`src/rtl/rt_pkg.sv`:
```
package rt_pkg;

    localparam int FIELD_W = 16;
    localparam int WORD_W  = 2 * FIELD_W;
    localparam int NUM_TIM = 6;

    // register addresses
    localparam int A_CTRL = 0;
    localparam int A_HACT = 1;
    localparam int A_VACT = 4;

    typedef struct packed {
        logic [FIELD_W-1:0] hi;
        logic [FIELD_W-1:0] lo;
    } rt_pair_t;

    typedef struct packed {
        rt_pair_t act;
        rt_pair_t blank;
        rt_pair_t sync;
    } rt_axis_t;

    typedef struct packed {
        logic [2:0] mode;
        logic       vpol;
        logic       hpol;
        logic       now;
        logic       run;
    } rt_ctrl_t;

    typedef enum logic [2:0] {
        PM_UNBLANK = 3'd0,
        PM_BLANK   = 3'd1,
        PM_VSUSP   = 3'd2,
        PM_HSUSP   = 3'd3,
        PM_OFF     = 3'd4
    } rt_pmode_e;

    typedef enum logic [1:0] {
        ST_HALT = 2'd0,
        ST_SCAN = 2'd1,
        ST_PEND = 2'd2
    } rt_state_e;

endpackage

```
`src/rtl/rt_regfile.sv`:
```
module rt_regfile
    import rt_pkg::*;
#(
    parameter int ADDR_W = 4
) (
    input  logic              clk,
    input  logic              rst_n,
    input  logic              wr_en,
    input  logic [ADDR_W-1:0] wr_addr,
    input  logic [WORD_W-1:0] wr_data,
    input  logic              load,
    output rt_ctrl_t          ctrl,
    output rt_axis_t          h_cfg,
    output rt_axis_t          v_cfg,
    output logic              tim_wr
);

    localparam int CTRL_W = $bits(rt_ctrl_t);

    rt_ctrl_t                        ctrl_q;
    logic [NUM_TIM-1:0][WORD_W-1:0]  shadow_q;
    logic [NUM_TIM-1:0][WORD_W-1:0]  work_q;
    logic [NUM_TIM-1:0]              hit;

    always_comb begin
        for (int i = 0; i < NUM_TIM; i++) begin
            hit[i] = wr_en && (wr_addr == ADDR_W'(A_HACT + i));
        end
    end

    assign tim_wr = |hit;

    always_ff @(posedge clk) begin
        if (!rst_n) begin
            ctrl_q <= '0;
        end else if (wr_en && wr_addr == ADDR_W'(A_CTRL)) begin
            ctrl_q <= rt_ctrl_t'(wr_data[CTRL_W-1:0]);
        end
    end

    always_ff @(posedge clk) begin
        if (!rst_n) begin
            shadow_q <= '0;
            work_q   <= '0;
        end else begin
            for (int i = 0; i < NUM_TIM; i++) begin
                if (hit[i]) begin
                    shadow_q[i] <= wr_data;
                end
                if (hit[i] && ctrl_q.now) begin
                    work_q[i] <= wr_data;
                end else if (load) begin
                    work_q[i] <= shadow_q[i];
                end
            end
        end
    end

    assign ctrl  = ctrl_q;
    assign h_cfg = {work_q[A_HACT-1], work_q[A_HACT], work_q[A_HACT+1]};
    assign v_cfg = {work_q[A_VACT-1], work_q[A_VACT], work_q[A_VACT+1]};


    instant_chk: assert property (@(posedge clk) disable iff (!rst_n)
        $past(wr_en && ctrl_q.now && wr_addr == ADDR_W'(A_HACT))
        |-> h_cfg.act == $past(wr_data));

endmodule

```
`src/rtl/rt_scan_cnt.sv`:
```
module rt_scan_cnt #(
    parameter int CNT_W = 16
) (
    input  logic             clk,
    input  logic             rst_n,
    input  logic             run,
    input  logic [CNT_W-1:0] htot,
    input  logic [CNT_W-1:0] vtot,
    output logic [CNT_W-1:0] pix,
    output logic [CNT_W-1:0] line,
    output logic             frame_end
);

    logic [CNT_W-1:0] pix_q;
    logic [CNT_W-1:0] line_q;
    logic             line_end;

    assign line_end  = pix_q >= htot;
    assign frame_end = run && line_end && (line_q >= vtot);

    always_ff @(posedge clk) begin
        if (!rst_n || !run) begin
            pix_q  <= '0;
            line_q <= '0;
        end else if (line_end) begin
            pix_q  <= '0;
            line_q <= (line_q >= vtot) ? '0 : line_q + CNT_W'(1);
        end else begin
            pix_q  <= pix_q + CNT_W'(1);
        end
    end

    assign pix  = pix_q;
    assign line = line_q;


    pix_wrap_chk: assert property (@(posedge clk) disable iff (!rst_n)
        run && pix_q >= htot |=> pix_q == '0);


    pix_step_chk: assert property (@(posedge clk) disable iff (!rst_n)
        run && pix_q < htot |=> pix_q == $past(pix_q) + CNT_W'(1));


    line_hold_chk: assert property (@(posedge clk) disable iff (!rst_n)
        run && pix_q < htot |=> $stable(line_q));

endmodule

```
`src/rtl/rt_axis_dec.sv`:
```
module rt_axis_dec
    import rt_pkg::*;
#(
    parameter int CNT_W = 16
) (
    input  logic [CNT_W-1:0] cnt,
    input  rt_axis_t         cfg,
    output logic [CNT_W-1:0] total,
    output logic             in_act,
    output logic             in_blank,
    output logic             in_sync
);

    assign total    = CNT_W'(cfg.act.hi);
    assign in_act   = cnt <= CNT_W'(cfg.act.lo);
    assign in_blank = (cnt > CNT_W'(cfg.blank.lo)) && (cnt <= CNT_W'(cfg.blank.hi));
    assign in_sync  = (cnt > CNT_W'(cfg.sync.lo)) && (cnt <= CNT_W'(cfg.sync.hi));

endmodule

```
`src/rtl/raster_timing_gen.sv`:
```
module raster_timing_gen
    import rt_pkg::*;
#(
    parameter int ADDR_W = 4,
    parameter int CNT_W  = 16
) (
    input  logic              clk,
    input  logic              rst_n,
    input  logic              wr_en,
    input  logic [ADDR_W-1:0] wr_addr,
    input  logic [31:0]       wr_data,
    output logic [CNT_W-1:0]  pix_o,
    output logic [CNT_W-1:0]  line_o,
    output logic              hsync_o,
    output logic              vsync_o,
    output logic              blank_o,
    output logic              de_o,
    output logic              dac_pd_o
);

    localparam int N_AXIS = 2;

    rt_state_e  state_q, state_d;
    rt_ctrl_t   ctrl;
    rt_axis_t   h_cfg, v_cfg;
    logic       tim_wr, load, frame_end, scanning, deferred;
    logic [CNT_W-1:0]             pix, line;
    logic [N_AXIS-1:0][CNT_W-1:0] tot;
    logic [N_AXIS-1:0]            in_act, in_blank, in_sync;
    logic       vid_on, hs_en, vs_en, hs_act, vs_act;

    rt_regfile #(.ADDR_W(ADDR_W)) u_regs (
        .clk     (clk),
        .rst_n   (rst_n),
        .wr_en   (wr_en),
        .wr_addr (wr_addr),
        .wr_data (wr_data),
        .load    (load),
        .ctrl    (ctrl),
        .h_cfg   (h_cfg),
        .v_cfg   (v_cfg),
        .tim_wr  (tim_wr)
    );

    rt_scan_cnt #(.CNT_W(CNT_W)) u_cnt (
        .clk       (clk),
        .rst_n     (rst_n),
        .run       (scanning),
        .htot      (tot[0]),
        .vtot      (tot[1]),
        .pix       (pix),
        .line      (line),
        .frame_end (frame_end)
    );

    for (genvar a = 0; a < N_AXIS; a++) begin : g_axis
        rt_axis_dec #(.CNT_W(CNT_W)) u_dec (
            .cnt      ((a == 0) ? pix : line),
            .cfg      ((a == 0) ? h_cfg : v_cfg),
            .total    (tot[a]),
            .in_act   (in_act[a]),
            .in_blank (in_blank[a]),
            .in_sync  (in_sync[a])
        );
    end

    assign scanning = (state_q != ST_HALT);
    assign deferred = tim_wr && !ctrl.now;

    // state register
    always_ff @(posedge clk) begin
        if (!rst_n) begin
            state_q <= ST_HALT;
        end else begin
            state_q <= state_d;
        end
    end

    // next state and copy strobe
    always_comb begin
        state_d = state_q;
        load    = 1'b0;
        unique case (state_q)
            ST_HALT: begin
                if (ctrl.run) begin
                    state_d = ST_SCAN;
                    load    = 1'b1;
                end
            end
            ST_SCAN: begin
                if (!ctrl.run) begin
                    state_d = ST_HALT;
                end else if (deferred) begin
                    state_d = ST_PEND;
                end
            end
            ST_PEND: begin
                if (!ctrl.run) begin
                    state_d = ST_HALT;
                end else if (frame_end) begin
                    load    = 1'b1;
                    state_d = deferred ? ST_PEND : ST_SCAN;
                end
            end
            default: state_d = ST_HALT;
        endcase
    end

    // outputs
    always_comb begin
        unique case (ctrl.mode)
            PM_UNBLANK: begin vid_on = 1'b1; hs_en = 1'b1; vs_en = 1'b1; end
            PM_BLANK:   begin vid_on = 1'b0; hs_en = 1'b1; vs_en = 1'b1; end
            PM_VSUSP:   begin vid_on = 1'b0; hs_en = 1'b1; vs_en = 1'b0; end
            PM_HSUSP:   begin vid_on = 1'b0; hs_en = 1'b0; vs_en = 1'b1; end
            default:    begin vid_on = 1'b0; hs_en = 1'b0; vs_en = 1'b0; end
        endcase
        hs_act   = scanning && hs_en && in_sync[0];
        vs_act   = scanning && vs_en && in_sync[1];
        hsync_o  = ctrl.hpol ? hs_act : !hs_act;
        vsync_o  = ctrl.vpol ? vs_act : !vs_act;
        blank_o  = !scanning || !vid_on || in_blank[0] || in_blank[1];
        de_o     = scanning && vid_on && in_act[0] && in_act[1];
        dac_pd_o = !(hs_en && vs_en);
        pix_o    = pix;
        line_o   = line;
    end


    halt_hold_chk: assert property (@(posedge clk) disable iff (!rst_n)
        state_q == ST_HALT && $past(state_q == ST_HALT)
        |-> pix_o == '0 && line_o == '0);


    halt_blank_chk: assert property (@(posedge clk) disable iff (!rst_n)
        state_q == ST_HALT |-> blank_o && !de_o);


    load_edge_chk: assert property (@(posedge clk) disable iff (!rst_n)
        load |-> (state_q == ST_HALT) || frame_end);


    off_mode_chk: assert property (@(posedge clk) disable iff (!rst_n)
        ctrl.mode >= 3'(PM_OFF)
        |-> hsync_o != ctrl.hpol && vsync_o != ctrl.vpol && dac_pd_o);


    dac_on_chk: assert property (@(posedge clk) disable iff (!rst_n)
        !dac_pd_o && scanning && in_sync[0] |-> hsync_o == ctrl.hpol);

endmodule

```
`config.mk`:
```
export PLATFORM = sky130hd
export DESIGN_NAME = raster_timing_gen
export DESIGN_NICKNAME = d
export VERILOG_FILES = /design/src/rtl/rt_pkg.sv /design/src/rtl/rt_regfile.sv /design/src/rtl/rt_scan_cnt.sv /design/src/rtl/rt_axis_dec.sv /design/src/rtl/raster_timing_gen.sv
export SDC_FILE = /design/constraint.sdc
export NUM_CORES = 1
export LEC_CHECK = 0
export ABC_AREA = 1
export BUFFER_PORTS_ARGS = -buffer_cell sky130_fd_sc_hd__buf_2
export CELL_PAD_IN_SITES_DETAIL_PLACEMENT = 0
export CELL_PAD_IN_SITES_GLOBAL_PLACEMENT = 1
export CORE_UTILIZATION = 30
export CTS_BUF_LIST = sky130_fd_sc_hd__clkbuf_16
export DETAILED_ROUTE_END_ITERATION = 10
export GPL_ROUTABILITY_DRIVEN = 0
export HOLD_SLACK_MARGIN = 0.1
export PLACE_DENSITY_LB_ADDON = 0.15
export SLEW_MARGIN = 20
export SYNTH_ARGS = -nofsm -noshare
export SYNTH_HDL_FRONTEND = slang
export SYNTH_SLANG_ARGS = --single-unit
```
`constraint.sdc`:
```
create_clock -name clk -period 2.5 [get_ports clk]
set_input_delay 0.375 -clock clk [delete_from_list [all_inputs] [get_ports clk]]
set_output_delay 0.375 -clock clk [all_outputs]
set_load 0.02 [all_outputs]
```
==> results of run 1 <==
[worst max-delay path, cell delays in order, from the launching register on]
cell,delay [ns]
dfxtp_4,0.40
buf_6,0.13
ha_1,0.27
nand4_1,0.15
buf_4,0.18
o41ai_4,0.32
buf_4,0.19
nand2_2,0.06
nand2_2,0.07
nand2_4,0.07
buf_6,0.13
[synth_stat cells, types with 13 or more instances]
| cell | number |
|---|---|
| a21oi_1 | 486 |
| buf_1 | 13 |
| buf_2 | 30 |
| clkbuf_1 | 112 |
| clkinv_1 | 23 |
| dfxtp_1 | 425 |
| ha_1 | 194 |
| inv_1 | 288 |
| nand2_1 | 463 |
| nand3_1 | 187 |
| nand4_1 | 14 |
| nor2_1 | 220 |
| nor3_1 | 24 |
| o21ai_0 | 385 |
| o21bai_1 | 28 |
[registers in the layout, summed over array words and instances, names as in the netlist]
signal and flops:
u_cnt.line 16, u_cnt.pix 16, u_regs.h_cfg 96, u_regs.shadow_q 192
u_regs.v_cfg 96, state_q 2, u_regs.ctrl 7
[through the flow]
stage               cells  worst slack, ns  utilization  total power [W]
finish               4144           -0.475        0.384           0.0155
global route         4144           -0.574        0.384           0.0161
CTS                  4123           -0.529        0.371           0.0156
detailed placement   4001           -0.317        0.339          0.00810
global placement     4001           -0.341        0.339          0.00809
floorplan            2984            0.207            -          0.00764
[cell type report]
class | count | area, um^2
Multi-Input combinational cell | 2071 | 12100
Clock inverter | 44 | 347
Fill cell | 7463 | 44000
Inverter | 317 | 1200
Tap cell | 950 | 1190
Sequential cell | 425 | 8580
Clock buffer | 52 | 1300
Timing Repair Buffer | 285 | 2750
[power groups by stage]
stage | combinational, W | clock [W] | sequential [W]
2_1_floorplan | 0.000575 | 0 | 0.00706
3_3_place_gp | 0.00102 | 0 | 0.00707
3_5_place_dp | 0.00103 | 0 | 0.00707
4_1_cts | 0.00109 | 0.00762 | 0.00691
5_1_grt | 0.00126 | 0.00790 | 0.00692
6_report | 0.00116 | 0.00744 | 0.00691
[logic make-up after synthesis]
group / share of synthesized area
AO/OA/AOI/OAI: 0.220
XOR/XNOR: 0.00162
adder cells (fa/ha/maj): 0.112
buffers and inverters: 0.0910
flip-flops: 0.392
AND/OR/NAND/NOR: 0.183
[per-layer routing]
| layer | routed length, um | vias up | GRT usage |
|---|---|---|---|
| li1 | - | 10300 | - |
| met1 | 40200 | 9794 | 0.314 |
| met2 | 35900 | 441 | 0.331 |
| met3 | 4180 | 106 | 0.0286 |
| met4 | 1880 | 2 | 0.0607 |
| met5 | 10 | - | 0 |
[final timing paths]
check	endpoint
worst max register to register	u_regs.h_cfg[92]
worst min-delay path	u_regs.shadow_q[84]
worst min register to register	u_regs.shadow_q[87]
worst max-delay path	vsync_o
[timing repair]
action / CTS / global route
hold buffers: 21 / 0
pin swaps: 33 / 45
gates resized for setup: 114 / 121
setup buffers: 6 / 9
endpoints found under the hold margin: 21 / 0
gates cloned: 0 / 13
endpoints found under the setup margin: 196 / 208
==> results.json, run 1 <==
{
  "clkTransAtPathRegs_ns": 0.06,
  "antenna_found_initial": 4,
  "area_growth_pct": 26.7,
  "cts_made_buffers": 52,
  "rsz0062_at_grt": "yes",
  "power_density_mw_per_mm2": 564,
  "via_count": 20700,
  "drc": 0,
  "peakVddDrop_mv": 0.452,
  "final-max-slew-violation-count": 0,
  "rr_startpoint": "u_cnt.line[12]",
  "yosysTopAreaCell": "dfxtp_1",
  "period_minus_slack_ns": 2.98,
  "start_kind": "flop",
  "first_global_vias": 19600,
  "core_area_mm2": 0.0715,
  "finalSetupViolations": 4,
  "holdCritStartpoint": "wr_data[20]",
  "leakage_nw": 11.1,
  "synth_seq_area_share": 0.392,
  "pwr-share-clk": 0.480,
  "grtUsageTotal": 0.216,
  "drtIter0Drc": 1285,
  "portBuffers": 75,
  "holdPathStages": 3,
  "dp_hpwl_mm": 56.8,
  "tns_ns": -1.49,
  "die_h_um": 271,
  "final_common_cell": "a21oi_1",
  "p_sw_frac": 0.256,
  "hold_viol": 0,
  "combPwrFrac": 0.075,
  "status": "finished, violations left",
  "synthesis.area_mm2": 0.0217,
  "worstMarginPinSlew_ns": 1.08,
  "end_kind": "primary output",
  "clock_path_buffers": 3,
  "ant_nets": 0,
  "drive_gt1_frac": 0.161,
  "fin_area_mm2": 0.0275,
  "grt_pass1_wl_mm": 122,
  "synth_cell_type_count": 42,
  "wl_per_cell_um": 19.8,
  "reg2reg_slack_ns": 0.11,
  "drt-total-wl_mm": 82.2,
  "synth_ff_type": "dfxtp_1",
  "maxSlewHeadroom": 0.280,
  "num_rows": 98,
  "max_freq_mhz": 336,
  "fin_ws_ns": -0.475,
  "drt_first_pass_iters": 5,
  "h-tree-depth": 2,
  "synth.area.top_cells": "dfxtp_1 (39%), a21oi_1 (11%), ha_1 (11%)",
  "failed_checks": "setup timing",
  "sequentialPowerShare": 0.446,
  "synth-edff-count": 0,
  "die_w_um": 271,
  "required_ns": 2.12,
  "ys_ff_latch": 425,
  "final_cell_mix": "a21oi_1 (464), nand2_1 (441), dfxtp_1 (397), o21ai_0 (364), inv_1 (293)",
  "holdWs_ns": 0.145,
  "finalClockSkew_ns": 0.0345,
  "cts.sinks": 425,
  "ioPinCount": 76,
  "die-area_mm2": 0.0734,
  "async_reset_ff_frac": 0,
  "via_per_inst": 4.99,
  "post_dp_cell_area_mm2": 0.0242,
  "cts_tree": "built",
  "p_switching_w": 0.00398,
  "cts_root_buffer": "clkbuf_16",
  "grt_max_degree": 186,
  "crit_arrival_ns": 2.60,
  "p_int_w": 0.0115,
  "r2r_cells": 13,
  "yosys_warnings": 0,
  "drv_cap": 0,
  "n_antenna_cell": 0,
  "setup.worst_path.start": "u_cnt.line[4]",
  "synth.avg_cell_area_um2": 7.27,
  "cp_max_fo": 3,
  "grt-ovfl-total": 0,
  "nets": 3385,
  "clk_latency_ns": 0.62,
  "synth_top_area_share": 0.392,
  "syn_inst": 2984,
  "hold_path.class": "input port to flop",
  "post-route-period-util": 1.19,
  "synth_fp_nets": 3217,
  "path_class": "flop to primary output",
  "start_util": 0.303
}
Power figures use the tool's default switching activity.
==> run 2, diff against run 1 <==
Settings changed: ABC_AREA 1 to default.
==> run 2 against run 1 <==
The flow still finishes with violations (setup timing). Register-to-register slack worse by 0.73 ns. Final area up 14%. First-iteration DRC count rose by 2.0%. Via count increased by 1.0%. Synthesized cell count down 10%. Non-clock buffer count up 192. Utilization up 4.7 points. Clock power fell by 6.7%. Clock skew fell by 0.0075 ns.
==> results.json, run 2 <==
{
  "n_antenna_cell": 0,
  "power_density_mw_per_mm2": 509,
  "crit_arrival_ns": 2.83,
  "pwr-share-clk": 0.434,
  "synth-edff-count": 0,
  "synthesis.area_mm2": 0.0221,
  "cp_max_fo": 3,
  "path_class": "flop to primary output",
  "synth_common_cells": "nand2_1 (428), dfxtp_1 (425), o21ai_0 (233)",
  "maxSlewHeadroom": 0.481,
  "drv_cap": 0,
  "end_kind": "primary output",
  "die_h_um": 274,
  "cts.sinks": 425,
  "start_util": 0.303,
  "ioPinCount": 76,
  "drt-total-wl_mm": 86.9,
  "leakage_nw": 11.8,
  "drt_first_pass_iters": 5,
  "finalSetupViolations": 230,
  "cts_tree": "built",
  "failed_checks": "setup timing",
  "clk_latency_ns": 0.61,
  "combPwrFrac": 0.132,
  "max_freq_mhz": 312,
  "area_growth_pct": 42.1,
  "via_count": 20900,
  "yosysMostFrequentCell": "nand2_1",
  "synth_compound_area_frac": 0.242,
  "first_global_vias": 20300,
  "wl_per_cell_um": 21.8,
  "synth-simple-area-share": 0.178,
  "p_switching_w": 0.00429,
  "nets": 3221,
  "synth_fp_nets": 2919,
  "synth_fa_ha_area_frac": 0.110,
  "post-route-period-util": 1.28,
  "cts_made_buffers": 51,
  "busiest_layer": "met2",
  "final-max-slew-violation-count": 0,
  "grtUsageMet3": 0.0211,
  "synth_top_family_by_area": "compound AO/OA/AOI/OAI gates",
  "core_area_mm2": 0.0730,
  "portBuffers": 75,
  "fin_ws_ns": -0.704,
  "sequentialPowerShare": 0.434,
  "synth_top_area_share": 0.384,
  "grtUsageTotal": 0.226,
  "hold_path.class": "input port to flop",
  "drive_gt1_frac": 0.311,
  "yosys_warnings": 0,
  "required_ns": 2.12,
  "dp_slack_ns": -0.577,
  "yosysTopAreaCell": "dfxtp_1",
  "die-area_mm2": 0.0749,
  "syn_inst": 2686,
  "async_reset_ff_frac": 0,
  "final_cell_mix": "nand2_1 (419), dfxtp_1 (404), buf_4 (262), o21ai_0 (219), inv_1 (207)",
  "status": "finished, violations left",
  "p_int_w": 0.0117,
  "use_met1": 0.306,
  "synthXorXnorAreaFrac": 0.00673,
  "via_per_inst": 5.24,
  "largest_reg_flops": 192,
  "ant_nets": 0,
  "grt-ovfl-total": 0,
  "hold_viol": 0,
  "ys_ff_latch": 425,
  "period_minus_slack_ns": 3.20,
  "final_common_cell": "nand2_1",
  "h-tree-depth": 2,
  "start_kind": "flop",
  "p_sw_frac": 0.268,
  "postCtsHoldBufs": 0,
  "holdWs_ns": 0.166,
  "synth.avg_cell_area_um2": 8.24,
  "dp_hpwl_mm": 53.6,
  "clock_path_buffers": 3,
  "synth_seq_area_share": 0.384,
  "synth.area.top_cells": "dfxtp_1 (38%), ha_1 (11%), nand2_1 (7.3%)",
  "regMostFlops": "u_regs.shadow_q",
  "synth_cell_type_count": 63,
  "drc": 0,
  "finalClockSkew_ns": 0.0270,
  "peakVddDrop_mv": 0.465,
  "worstMarginPinSlew_ns": 0.778,
  "die_w_um": 274,
  "grt_pass1_wl_mm": 130,
  "synth_ff_type": "dfxtp_1",
  "met2_usage": 0.383,
  "antenna_found_initial": 0,
  "drtIter0Drc": 1311,
  "rsz0062_at_grt": "yes",
  "clkTransAtPathRegs_ns": 0.06,
  "synthMuxAreaShare": 0.00367,
  "cts_root_buffer": "clkbuf_16",
  "num_rows": 99,
  "grt_max_degree": 80
}
[run 2: stage by stage]
step	TNS, ns	cell area, um^2	utilization	instances	total power, W
2_1_floorplan	-0.0490	22200	-	2686	0.00798
3_3_place_gp	-85.82	25400	0.348	3776	0.00864
3_5_place_dp	-91.18	25400	0.348	3776	0.00866
4_1_cts	-111.45	30000	0.411	3952	0.0160
5_1_grt	-130.54	31500	0.431	3987	0.0166
6_report	-104.71	31500	0.431	3987	0.0160
[run 2: path summary, 6_finish.rpt]
kind | start | end | slack [ns] | cells past startpoint
max | u_cnt.line[9] | vsync_o | -0.70 | 10
max reg2reg | u_cnt.pix[0] | u_regs.h_cfg[73] | -0.62 | 16
min | wr_data[23] | u_regs.shadow_q[87] | 0.17 | 3
min reg2reg | u_regs.shadow_q[118] | u_regs.shadow_q[118] | 0.46 | 2
[run 2: power by group through the flow]
stage	Sequential (W)	Combinational, W	Clock (W)
2_1_floorplan	0.00708	0.000894	0
3_3_place_gp	0.00709	0.00154	0
3_5_place_dp	0.00710	0.00157	0
4_1_cts	0.00694	0.00193	0.00714
5_1_grt	0.00696	0.00227	0.00739
6_report	0.00695	0.00212	0.00694
[run 2: cell type report]
| type | count | area, um^2 |
|---|---|---|
| inverter | 194 | 732 |
| multi-input combinational | 1839 | 14400 |
| sequential | 425 | 8560 |
| clock buffer | 53 | 1330 |
| fill | 7002 | 41500 |
| tap | 959 | 1200 |
| timing repair buffer | 477 | 5070 |
| clock inverter | 40 | 186 |
[run 2: what timing repair did]
action	CTS	global route
setup endpoints to repair	229	230
setup buffers	49	51
gates cloned	34	11
resized for setup	331	278
hold endpoints to repair	0	0
pin swaps	102	139
[run 2: critical path, stage by stage (launching register included)]
cell and delay (ns):
dfxtp_4 0.35, buf_8 0.14, ha_4 0.22, a21oi_2 0.14
nor2_1 0.05, a211o_1 0.29, a21o_1 0.17, a2111o_1 0.42
o2111ai_4 0.13, xor2_2 0.16, buf_6 0.13
[run 2: logic make-up (layout without fill, tap and decap cells)]
kind of cell | after synthesis | in the layout
AND/OR/NAND/NOR | 852 | 853
AO/OA/AOI/OAI | 767 | 767
flip-flops | 425 | 425
buffers and inverters | 423 | 764
adder cells (fa/ha/maj) | 194 | 194
XOR/XNOR | 17 | 17
multiplexers | 8 | 8
[run 2: routing by layer]
| layer | part of all wire | vias up |
|---|---|---|
| met3 | 0.028 | 85 |
| met4 | 0.017 | 0 |
| met1 | 0.47 | 10300 |
| met5 | 0 | - |
| li1 | - | 10200 |
| met2 | 0.49 | 336 |
==> run 3, diff against run 2 <==
Settings changed: PLACE_DENSITY from default to 0.63, PLACE_DENSITY_LB_ADDON 0.15 to default.
==> run 3 against run 2 <==
Register-to-register slack lost 0.04 ns. Utilization grew 0.23 points. Clock-buffer cell count shrank 2. Final cell count shrank 0.98%. The run still ends with setup timing left. Routed wire length shrank 5.1%. Critical path depth is the same. Clock power grew 2%. Sequential cell count is the same. Highest routed layer unchanged. Via count grew 0.89%. Sequential share of layout area shrank 0.17 points.
==> results.json, run 3 (synthesis results as in run 2) <==
{
  "tns_ns": -114.38,
  "hold_viol": 0,
  "drive_gt1_frac": 0.316,
  "core_area_mm2": 0.0730,
  "nets": 3182,
  "h-tree-depth": 2,
  "status": "finished, violations left",
  "max_freq_mhz": 300,
  "worstMarginPinSlew_ns": 0.798,
  "first_global_vias": 20700,
  "antenna_found_initial": 0,
  "cts_tree": "built",
  "power_density_mw_per_mm2": 513,
  "crit_arrival_ns": 2.96,
  "peakVddDrop_mv": 0.376,
  "fillers": 6887,
  "regMostFlops": "u_regs.shadow_q",
  "clk_latency_ns": 0.60,
  "drt_first_pass_iters": 5,
  "hold_path.class": "input port to flop",
  "final_common_cell": "nand2_1",
  "rsz0062_at_grt": "yes",
  "period_minus_slack_ns": 3.33,
  "end_kind": "primary output",
  "finalSetupViolations": 230,
  "grtUsageTotal": 0.215,
  "postCtsHoldBufs": 0,
  "via_per_inst": 5.34,
  "leakage_nw": 11.7,
  "start_util": 0.303,
  "ioPinCount": 76,
  "ant_nets": 0,
  "grt_pass1_wl_mm": 125,
  "grt-ovfl-total": 0,
  "die_h_um": 274,
  "fin_ws_ns": -0.832,
  "num_rows": 99,
  "wl_per_cell_um": 20.9,
  "final_cell_mix": "nand2_1 (421), dfxtp_1 (406), o21ai_0 (219), buf_4 (207), inv_1 (204)",
  "die-area_mm2": 0.0749,
  "portBuffers": 75,
  "die_w_um": 274,
  "cts_made_buffers": 50,
  "start_kind": "flop",
  "cts.sinks": 425,
  "cts_root_buffer": "clkbuf_16",
  "post-route-period-util": 1.33,
  "area_growth_pct": 42.9,
  "clock_path_buffers": 3,
  "drtIter0Drc": 1356,
  "cp_max_fo": 6,
  "drt-total-wl_mm": 82.5,
  "via_count": 21100,
  "dp_slack_ns": -0.510,
  "required_ns": 2.12,
  "finalClockSkew_ns": 0.0175,
  "final-max-slew-violation-count": 0,
  "path_class": "flop to primary output",
  "failed_checks": "setup timing",
  "dp_hpwl_mm": 49.2,
  "largest_reg_flops": 192,
  "drc": 0,
  "grt_max_degree": 80,
  "maxSlewHeadroom": 0.468,
  "clkTransAtPathRegs_ns": 0.06,
  "drv_cap": 0
}
-- run 3: cell count changes in the layout (fill, tap and decap cells not counted), sizes merged --
cell and change:
buf -31, clkbuf -9, inv -4, bufinv +3, clkinv +2, clkinvlp -1, diode +1
-- run 3: worst paths after layout --
kind | from | endpoint | slack [ns] | depth (start not counted)
max reg2reg | u_cnt.pix[12] | u_regs.v_cfg[37] | -0.66 | 17
min | wr_data[23] | u_regs.shadow_q[87] | 0.17 | 3
min reg2reg | u_regs.shadow_q[123] | u_regs.shadow_q[123] | 0.47 | 2
max | u_cnt.pix[9] | blank_o | -0.83 | 10
-- run 3: timing repair --
item	CTS	global route
endpoints found under the hold margin	0	0
endpoints found under the setup margin	226	229
buffers inserted	66	32
pin swaps	205	113
gates cloned	46	3
gates resized for setup	501	174
-- run 3: cell type report --
type                            count  area, um^2  share of cell area
Clock buffer                       51        1280              0.0403
Timing Repair Buffer              439        4930               0.156
Tap cell                          959        1200              0.0379
Antenna cell                        1        2.50           0.0000791
Clock inverter                     40         272             0.00858
Multi-Input combinational cell   1839       14700               0.464
Sequential cell                   425        8550               0.270
Inverter                          194         728              0.0230
-- run 3: power breakdown --
| part | internal [W] | total (W) | switching (W) | leakage (nW) |
|---|---|---|---|---|
| sequential | 0.00689 | 0.00695 | 0.0000555 | 3.44 |
| combinational | 0.000996 | 0.00217 | 0.00118 | 7.46 |
| clock | 0.00408 | 0.00711 | 0.00303 | 0.818 |
-- run 3: worst max-delay path, cell delays in order (launching register included) --
cell and delay (ns):
dfxtp_2 0.33, buf_6 0.15, buf_4 0.16, ha_1 0.31, a21o_1 0.17, a21oi_1 0.18, o21ai_1 0.09, a31oi_1 0.29
a21oi_2 0.16, o311ai_4 0.32, buf_6 0.17
-- run 3: routing by layer --
metal | track usage | share of wire
met3 | 0.0242 | 0.039
met1 | 0.281 | 0.44
met2 | 0.368 | 0.49
met5 | 0 | 0
met4 | 0.0672 | 0.030
-- run 3: through the flow --
step / hold WS [ns] / total power [W] / utilization / instances / cell area [um^2]
final: 0.175 / 0.0162 / 0.434 / 3948 / 31600
after global routing: 0.183 / 0.0168 / 0.434 / 3947 / 31600
after CTS: 0.158 / 0.0162 / 0.422 / 3931 / 30800
after detailed placement: 0.456 / 0.00861 / 0.342 / 3730 / 24900
after global placement: 0.449 / 0.00858 / 0.342 / 3730 / 24900
after floorplan: 0.444 / 0.00798 / - / 2686 / 22200
